`src/rtl/irq_redir_pkg.sv`:
```
package irq_redir_pkg;
    localparam int          ENT_W      = 64;
    localparam int          F_MASK     = 16;
    localparam int          F_TRIG     = 15;
    localparam int          F_DMODE    = 11;
    localparam int          F_DLV      = 8;
    localparam logic [7:0]  IDX_ID     = 8'h00;
    localparam logic [7:0]  IDX_VER    = 8'h01;
    localparam logic [7:0]  IDX_ARB    = 8'h02;
    localparam logic [7:0]  IDX_TBL    = 8'h10;
    localparam logic [7:0]  DEST_ALL   = 8'hFF;
    localparam logic [63:0] ENT_RST    = 64'h0001_0000_0001_0000;

    // Unmasked, physical destination, fixed delivery.
    function automatic logic can_deliver(input logic [ENT_W-1:0] e);
        return !e[F_MASK] && !e[F_DMODE] && (e[F_DLV +: 3] == 3'b000);
    endfunction

    // Masked and level-triggered: a rise is kept as pending.
    function automatic logic keeps_pending(input logic [ENT_W-1:0] e);
        return e[F_MASK] && e[F_TRIG];
    endfunction
endpackage

```
`src/rtl/irq_pin_sync.sv`:
```
module irq_pin_sync #(
    parameter int W = 16
) (
    input  logic         clk,
    input  logic         rst_n,
    input  logic [W-1:0] async_i,
    output logic [W-1:0] sync_o
);
    typedef struct packed {
        logic [W-1:0] s1;
        logic [W-1:0] s2;
    } sync_st_t;

    sync_st_t st_d, st_q;

    always_comb begin
        st_d    = st_q;
        st_d.s1 = async_i;
        st_d.s2 = st_q.s1;
    end

    always_ff @(posedge clk) begin
        if (!rst_n) st_q <= '0;
        else        st_q <= st_d;
    end

    assign sync_o = st_q.s2;
endmodule

```
`src/rtl/irq_redir_table.sv`:
```
module irq_redir_table
    import irq_redir_pkg::*;
#(
    parameter int NUM_PINS = 16,
    parameter int ADDR_W   = 12
) (
    input  logic                     clk,
    input  logic                     rst_n,
    input  logic [NUM_PINS-1:0]      pin_lvl,
    input  logic [ADDR_W-1:0]        bus_addr,
    input  logic [3:0]               bus_size,
    input  logic                     bus_rd,
    input  logic                     bus_wr,
    input  logic [31:0]              bus_wdata,
    output logic [31:0]              bus_rdata,
    output logic [NUM_PINS-1:0]      fire_o,
    output logic [NUM_PINS-1:0][7:0] ent_vec_o,
    output logic [NUM_PINS-1:0][7:0] ent_dst_o
);
    localparam int          PIN_W    = $clog2(NUM_PINS);
    localparam int          SEL_OFF  = 'h00;
    localparam int          WIN_OFF  = 'h10;
    localparam int          TBL_LIM  = 16 + 2 * NUM_PINS;
    localparam logic [31:0] VER_VAL  = 32'((NUM_PINS << 16) | 'h11);

    typedef struct packed {
        logic [31:0]                    sel;
        logic [3:0]                     id;
        logic [NUM_PINS-1:0][ENT_W-1:0] ent;
        logic [NUM_PINS-1:0]            pend;
        logic [NUM_PINS-1:0]            lvl;
    } tbl_st_t;

    tbl_st_t          st_d, st_q, rst_val;
    logic             acc_ok, hit_sel, hit_win, tbl_hit, hi_half, wr_tbl;
    logic [7:0]       idx;
    logic [PIN_W-1:0] tbl_pin;

    always_comb begin
        rst_val     = '0;
        rst_val.ent = {NUM_PINS{ENT_RST}};
    end

    always_comb begin
        st_d      = st_q;
        fire_o    = '0;
        bus_rdata = '0;
        acc_ok    = (bus_size == 4'd4);
        hit_sel   = acc_ok && (bus_addr == ADDR_W'(SEL_OFF));
        hit_win   = acc_ok && (bus_addr == ADDR_W'(WIN_OFF));
        idx       = st_q.sel[7:0];
        tbl_hit   = (idx >= IDX_TBL) && (int'(idx) < TBL_LIM);
        tbl_pin   = PIN_W'(8'(idx - IDX_TBL) >> 1);
        hi_half   = idx[0];
        wr_tbl    = bus_wr && hit_win && tbl_hit;

        // read path
        if (bus_rd && hit_sel) begin
            bus_rdata = st_q.sel;
        end else if (bus_rd && hit_win) begin
            case (idx)
                IDX_ID:  bus_rdata = {4'b0, st_q.id, 24'b0};
                IDX_VER: bus_rdata = VER_VAL;
                IDX_ARB: bus_rdata = {4'b0, st_q.id, 24'b0};
                default: begin
                    for (int p = 0; p < NUM_PINS; p++) begin
                        if (tbl_hit && tbl_pin == PIN_W'(p))
                            bus_rdata = hi_half ? st_q.ent[p][63:32] : st_q.ent[p][31:0];
                    end
                end
            endcase
        end

        // register writes, applied before pin events
        if (bus_wr && hit_sel)
            st_d.sel = bus_wdata;
        if (bus_wr && hit_win && idx == IDX_ID)
            st_d.id = bus_wdata[27:24];

        for (int p = 0; p < NUM_PINS; p++) begin
            if (wr_tbl && tbl_pin == PIN_W'(p)) begin
                if (hi_half) st_d.ent[p][63:32] = bus_wdata;
                else         st_d.ent[p][31:0]  = bus_wdata;
                if (st_q.pend[p] && !st_d.ent[p][F_MASK]) begin
                    st_d.pend[p] = 1'b0;
                    if (st_q.lvl[p] && can_deliver(st_d.ent[p]))
                        fire_o[p] = 1'b1;
                end
            end
            if (pin_lvl[p] != st_q.lvl[p]) begin
                st_d.lvl[p] = pin_lvl[p];
                if (pin_lvl[p]) begin
                    if (can_deliver(st_d.ent[p]))
                        fire_o[p] = 1'b1;
                    else if (keeps_pending(st_d.ent[p]))
                        st_d.pend[p] = 1'b1;
                end
            end
            ent_vec_o[p] = st_d.ent[p][7:0];
            ent_dst_o[p] = st_d.ent[p][63:56];
        end
    end

    always_ff @(posedge clk) begin
        if (!rst_n) st_q <= rst_val;
        else        st_q <= st_d;
    end
endmodule

```
`src/rtl/irq_msg_launch.sv`:
```
module irq_msg_launch
    import irq_redir_pkg::*;
#(
    parameter int NUM_PINS = 16,
    parameter int NUM_TGT  = 8
) (
    input  logic                     clk,
    input  logic                     rst_n,
    input  logic [NUM_PINS-1:0]      fire_i,
    input  logic [NUM_PINS-1:0][7:0] ent_vec_i,
    input  logic [NUM_PINS-1:0][7:0] ent_dst_i,
    input  logic [NUM_TGT-1:0]       active_mask,
    input  logic                     msg_ready,
    output logic                     msg_valid,
    output logic [7:0]               msg_vector,
    output logic [7:0]               msg_dest,
    output logic                     msg_bcast,
    output logic [NUM_TGT-1:0]       msg_tgt_mask
);
    localparam int PIN_W = $clog2(NUM_PINS);

    typedef struct packed {
        logic [NUM_PINS-1:0] req;
        logic                vld;
        logic [7:0]          vec;
        logic [7:0]          dst;
    } lnch_st_t;

    lnch_st_t         st_d, st_q;
    logic             any_req;
    logic [PIN_W-1:0] pick;

    always_comb begin
        st_d    = st_q;
        any_req = 1'b0;
        pick    = '0;
        if (st_q.vld && msg_ready)
            st_d.vld = 1'b0;
        for (int p = NUM_PINS - 1; p >= 0; p--) begin
            if (st_q.req[p]) begin
                any_req = 1'b1;
                pick    = PIN_W'(p);
            end
        end
        if (any_req && (!st_q.vld || msg_ready)) begin
            st_d.vld       = 1'b1;
            st_d.vec       = ent_vec_i[pick];
            st_d.dst       = ent_dst_i[pick];
            st_d.req[pick] = 1'b0;
        end
        st_d.req = st_d.req | fire_i;
    end

    always_ff @(posedge clk) begin
        if (!rst_n) st_q <= '0;
        else        st_q <= st_d;
    end

    assign msg_valid  = st_q.vld;
    assign msg_vector = st_q.vec;
    assign msg_dest   = st_q.dst;
    assign msg_bcast  = (st_q.dst == DEST_ALL);

    for (genvar g = 0; g < NUM_TGT; g++) begin : g_tgt
        assign msg_tgt_mask[g] = msg_bcast ? active_mask[g] : (st_q.dst == 8'(g));
    end
endmodule

```
`src/rtl/irq_redir_ctrl.sv`:
```
module irq_redir_ctrl #(
    parameter int NUM_PINS = 16,
    parameter int NUM_TGT  = 8,
    parameter int ADDR_W   = 12
) (
    input  logic                clk,
    input  logic                rst_n,
    input  logic [NUM_PINS-1:0] pin_in,
    input  logic [ADDR_W-1:0]   bus_addr,
    input  logic [3:0]          bus_size,
    input  logic                bus_rd,
    input  logic                bus_wr,
    input  logic [31:0]         bus_wdata,
    output logic [31:0]         bus_rdata,
    input  logic [NUM_TGT-1:0]  active_mask,
    output logic                msg_valid,
    input  logic                msg_ready,
    output logic [7:0]          msg_vector,
    output logic [7:0]          msg_dest,
    output logic                msg_bcast,
    output logic [NUM_TGT-1:0]  msg_tgt_mask
);
    logic [NUM_PINS-1:0]      pin_lvl;
    logic [NUM_PINS-1:0]      fire;
    logic [NUM_PINS-1:0][7:0] ent_vec;
    logic [NUM_PINS-1:0][7:0] ent_dst;

    irq_pin_sync #(.W(NUM_PINS)) i_sync (
        .clk     (clk),
        .rst_n   (rst_n),
        .async_i (pin_in),
        .sync_o  (pin_lvl)
    );

    irq_redir_table #(.NUM_PINS(NUM_PINS), .ADDR_W(ADDR_W)) i_table (
        .clk       (clk),
        .rst_n     (rst_n),
        .pin_lvl   (pin_lvl),
        .bus_addr  (bus_addr),
        .bus_size  (bus_size),
        .bus_rd    (bus_rd),
        .bus_wr    (bus_wr),
        .bus_wdata (bus_wdata),
        .bus_rdata (bus_rdata),
        .fire_o    (fire),
        .ent_vec_o (ent_vec),
        .ent_dst_o (ent_dst)
    );

    irq_msg_launch #(.NUM_PINS(NUM_PINS), .NUM_TGT(NUM_TGT)) i_launch (
        .clk          (clk),
        .rst_n        (rst_n),
        .fire_i       (fire),
        .ent_vec_i    (ent_vec),
        .ent_dst_i    (ent_dst),
        .active_mask  (active_mask),
        .msg_ready    (msg_ready),
        .msg_valid    (msg_valid),
        .msg_vector   (msg_vector),
        .msg_dest     (msg_dest),
        .msg_bcast    (msg_bcast),
        .msg_tgt_mask (msg_tgt_mask)
    );
endmodule

```
`config.mk`:
```
export PLATFORM = sky130hd
export DESIGN_NAME = irq_redir_ctrl
export DESIGN_NICKNAME = d
export VERILOG_FILES = /design/src/rtl/irq_redir_pkg.sv /design/src/rtl/irq_pin_sync.sv /design/src/rtl/irq_redir_table.sv /design/src/rtl/irq_msg_launch.sv /design/src/rtl/irq_redir_ctrl.sv
export SDC_FILE = /design/constraint.sdc
export NUM_CORES = 2
export LEC_CHECK = 0
export BUFFER_PORTS_ARGS = -buffer_cell sky130_fd_sc_hd__buf_2
export CAP_MARGIN = 5
export CELL_PAD_IN_SITES_DETAIL_PLACEMENT = 1
export CELL_PAD_IN_SITES_GLOBAL_PLACEMENT = 2
export CORE_MARGIN = 1
export CORE_UTILIZATION = 38
export DETAILED_ROUTE_END_ITERATION = 8
export GPL_TIMING_DRIVEN = 0
export PLACE_DENSITY_LB_ADDON = 0.1
export SYNTH_ARGS = -nofsm -noshare
export SYNTH_HDL_FRONTEND = slang
export SYNTH_SLANG_ARGS = --single-unit
```
`constraint.sdc`:
```
create_clock -name clk -period 3.5 [get_ports clk]
set_input_delay 0.525 -clock clk [delete_from_list [all_inputs] [get_ports clk]]
set_output_delay 0.525 -clock clk [all_outputs]
set_load 0.01 [all_outputs]
```
==> summary.log <==
INFO  outcome        status=finished, violations left
INFO  outcome        violations=capacitance limit, slew limit, setup timing
INFO  timing         fmaxAchievable=193MHz
INFO  synth          synth_sequential_area_ratio=43.1%
INFO  route          met3_length=51800um
INFO  clock_network  cts_buffer_depth=3
INFO  run            cap_viol_max_count=14
INFO  worst_setup_path worstPathMaxFanout=10
INFO  cells_and_area layout-drive-gt1-share=18.5%
INFO  pwr            p_comb_share=4.5%
INFO  worst_setup_path timing.critical_path.arrival=4.65ns
INFO  worst_hold_path min-delay-start=bus_wdata[13]
INFO  timing         hold-worst-slack=0.0350ns
INFO  clock_network  cts.htree.levels=4
INFO  synth          synth_seq_cells=1157
INFO  synth          synth_edf_count=0
INFO  worst_setup_path slowest_delay=0.74ns
INFO  placed_design  place_ws=-3.08ns
INFO  cells_and_area layout-area-overhead-vs-synth=27.9%
INFO  timing         hold_viol_final=0
INFO  die            fp.dieArea=0.143mm^2
INFO  die            die_width=378um
INFO  worst_setup_path critical_path.startpoint=i_table.hi_half$_SDFFE_PN0P_
INFO  placed_design  portBuffers=104
INFO  die            chipHeight=378um
INFO  synth          synth_fp_nets=6935
INFO  worst_setup_path worst_r2r_startpoint=i_table.hi_half$_SDFFE_PN0P_
INFO  worst_setup_path top_cell_family_by_delay_on_the_critical_path=compound AO/OA/AOI/OAI gates
INFO  clock_network  cts-buffers-inserted=138
INFO  route          routed-wl-met2=144000um
INFO  cells_and_area num-nets-final=7398
INFO  worst_setup_path worst-endpoint-required=2.97ns
INFO  route          remaining_drc_errors=0
INFO  route          routed_wire_length_per_instance=39.7um
INFO  synth          asyncSetResetFlopFracSynth=0%
INFO  worst_setup_path cp_cell_sequence=buf_12 > buf_16 > buf_16 > buf_16 > mux2i_4 > o22ai_2 > a2111oi_4 > a211oi_2 > o21ai_2 > o211ai_1 > a21oi_4 > o21ai_2 > a22o_1 > buf_2
INFO  synth          synth_flop_cell=sky130_fd_sc_hd__dfxtp_1
INFO  global_routing grt_pass1_vias=56900
INFO  worst_setup_path critical_path.slowest_cell=sky130_fd_sc_hd__a2111oi_4
INFO  worst_hold_path worstHoldPathType=primary input to flip-flop
INFO  synth          synthesis.yosys.warnings=0
INFO  clock_network  cts_clk_pin_slew_worst_paths=0.06ns
INFO  pwr            power_density=424mW/mm^2
INFO  global_routing grt_pass1_wl=485000um
INFO  pwr            vdd_drop_max=527uV
INFO  cells_and_area final_core_util=49.1%
INFO  route          drtPass1Iterations=6
INFO  worst_setup_path path_common_cell=sky130_fd_sc_hd__buf_16
INFO  worst_setup_path endpoint_kind=output pin
INFO  route          top_layer=met5
INFO  pwr            power_frac_seq=45.3%
INFO  route          ant_nets=0
INFO  timing         timing.final.crit_share=148%
INFO  route          drt-initial-drc-count=8390
INFO  die            placement_rows=137
INFO  route          detail_route.wirelength=369000um
INFO  worst_setup_path critical_path_class=flip-flop to output pin
INFO  global_routing grt_antenna_before_repair=39
INFO  synth          synth.area.top_cells=sky130_fd_sc_hd__dfxtp_1 43%, sky130_fd_sc_hd__nand2_1 14%, sky130_fd_sc_hd__mux2i_1 10%, sky130_fd_sc_hd__a21oi_1 9.8%, sky130_fd_sc_hd__clkbuf_1 3.4%
INFO  pwr            power.share.switching=26.4%
INFO  route          drt-met1-wl=144000um
INFO  pwr            power.net_switching=7.71mW
INFO  timing         timing.clock.skew=0.0331ns
INFO  synth          synth_cell_types=80
INFO  global_routing global_route.overflow_total=0
INFO  route          detail_route.vias_per_cell=6.52
INFO  global_routing grt_start_max_net_pins=17
INFO  synth          yosysTopAreaCellShare=43.1%
INFO  timing         worstMarginPinSlew=1.60ns
INFO  die            io-pin-count=135
INFO  clock_network  clock_tree_from_tritoncts=done
INFO  synth          synthDominantAreaCellType=sky130_fd_sc_hd__dfxtp_1
INFO  placed_design  dp.final_hpwl=275000um
INFO  timing         timing.max_slew.rel_slack=-6.47%
INFO  global_routing groute.usage.overall=50.0%
INFO  route          dr_total_vias=60700
INFO  die            coreArea=0.140mm^2
INFO  synth          synth_area_per_cell=7.83um^2
INFO  timing         timing.final.max_slew_violations=152
INFO  clock_network  clock_insertion_delay_at_the_later_pin_of_the_skew_report=0.82ns
INFO  worst_setup_path cp-start-kind=flip-flop
INFO  synth          synthesis.area=0.0537mm^2
INFO  pwr            p_clk_share=50.2%
INFO  pwr            p_int=21.4mW
INFO  worst_setup_path cp.buffers_inverters=5
INFO  pwr            static-leakage-power=22.8nW
INFO  clock_network  cts_root_buffer=sky130_fd_sc_hd__clkbuf_16
INFO  timing         finalWorstSetupSlack=-1.68ns
INFO  placed_design  globalplace.congestion=1.10
INFO  timing         setup-violations-final=94
INFO  synth          synthCells=6858
INFO  timing         rsz_0062_raised_after_global_routing=true
INFO  timing         min_period=5.18ns
INFO  clock_network  cts.sink_count=1157
INFO  die            floorplan.initialDensity=38.4%
==> tightest hold or removal path, stage by stage <==
cell and delay, ns:
sky130_fd_sc_hd__buf_4 0.16, sky130_fd_sc_hd__nand2_1 0.07, sky130_fd_sc_hd__a21oi_1 0.06
==> path summary, 6_finish.rpt <==
kind / depth (start not counted) / end / slack (ns)
min reg2reg: 1 / i_sync.sync_o[8]$_SDFF_PN0_ / 0.44
max reg2reg: 18 / i_launch.msg_vector[1]$_SDFFE_PN0P_ / -0.20
max: 14 / bus_rdata[3] / -1.68
min: 3 / i_table.st_q[461]$_SDFFE_PN0P_ / 0.03
==> registers in the layout, indices dropped and copies added (netlist names) <==
signal and flops:
i_table.st_q 1084, i_launch.msg_valid 1, i_sync.sync_o 16, i_table.hi_half 1, i_launch.msg_dest 8, i_launch.msg_vector 8, i_table.idx 7, i_launch.st_q 16
i_sync.st_d 16
==> placed cells by master (no fill, tap or decap), types with 57 or more instances in the layout <==
cell,n
sky130_fd_sc_hd__clkbuf_1,413
sky130_fd_sc_hd__dfxtp_1,1147
sky130_fd_sc_hd__buf_4,171
sky130_fd_sc_hd__a21oi_1,1015
sky130_fd_sc_hd__o21ai_0,151
sky130_fd_sc_hd__clkbuf_16,139
sky130_fd_sc_hd__nand2_1,1906
sky130_fd_sc_hd__o22ai_1,89
sky130_fd_sc_hd__and2_1,57
sky130_fd_sc_hd__buf_2,154
sky130_fd_sc_hd__buf_6,60
sky130_fd_sc_hd__nor3_1,86
sky130_fd_sc_hd__nor2_1,291
sky130_fd_sc_hd__mux2i_1,488
==> through the flow <==
stage / instances / cell area (um^2) / TNS, ns / total power, mW
2_1_floorplan: 6858 / 53700 / 0 / 13.9
3_3_place_gp: 8838 / 56600 / -839.66 / 14.6
3_5_place_dp: 8874 / 57100 / -745.87 / 14.7
4_1_cts: 9212 / 66600 / -42.97 / 28.9
5_1_grt: 9297 / 68700 / -44.94 / 29.5
6_report: 9305 / 68700 / -50.71 / 29.1
==> repair_timing <==
action | in CTS | in global routing
endpoints found under the hold margin | 24 | 0
setup endpoints to repair | 789 | 162
cloned | 6 | 0
buffers inserted | 78 | 89
pin swaps | 158 | 169
hold buffers | 20 | 0
resized for setup | 921 | 325
==> final cells by class <==
type	instances	area, um^2
multi-input cells	4998	31500
diodes	8	20.0
clock inverters	29	359
clock buffers	211	4060
plain buffers	661	4070
inverters	34	140
well taps	1876	2350
repair buffers	331	3030
fillers	16500	71200
flip-flops and latches	1157	23200
==> routing by layer <==
metal | vias to the layer above | track usage (%)
met5 | - | 0
met3 | 1173 | 18.9
li1 | 24500 | -
met4 | 28 | 32.3
met1 | 30500 | 65.2
met2 | 4483 | 68.3
==> cells by family after synthesis <==
kind of cell / synth area share [%]
DFF: 43.1
buffers and inverters: 5.57
muxes: 12.9
and+or+nand+nor: 20.3
AOI/OAI and AO/OA: 18.2
==> Yosys cell counts, types with 26 or more instances <==
library cell and number:
sky130_fd_sc_hd__buf_1 29, sky130_fd_sc_hd__buf_4 54, sky130_fd_sc_hd__a21oi_1 1050, sky130_fd_sc_hd__a2111oi_0 32, sky130_fd_sc_hd__o22ai_1 157, sky130_fd_sc_hd__o211ai_1 40, sky130_fd_sc_hd__a211oi_1 38, sky130_fd_sc_hd__dfxtp_1 1157
sky130_fd_sc_hd__clkbuf_1 480, sky130_fd_sc_hd__nor2_1 327, sky130_fd_sc_hd__o21ai_0 194, sky130_fd_sc_hd__buf_2 103, sky130_fd_sc_hd__a31oi_1 26, sky130_fd_sc_hd__o21ai_1 32, sky130_fd_sc_hd__nor3_1 111, sky130_fd_sc_hd__inv_1 33
sky130_fd_sc_hd__mux4_2 40, sky130_fd_sc_hd__nand3_1 61, sky130_fd_sc_hd__mux2i_1 560, sky130_fd_sc_hd__nand2_1 1935, sky130_fd_sc_hd__mux2_2 35, sky130_fd_sc_hd__and2_1 59
==> power by group through the flow <==
stage | combinational, mW | clock, mW | sequential (mW)
finish | 1.30 | 14.6 | 13.2
global placement | 1.12 | 0 | 13.5
global route | 1.23 | 15.1 | 13.2
CTS | 1.18 | 14.5 | 13.2
floorplan | 0.390 | 0 | 13.5
detailed placement | 1.15 | 0 | 13.5
Note: power is estimated with default switching activity, not from simulation.
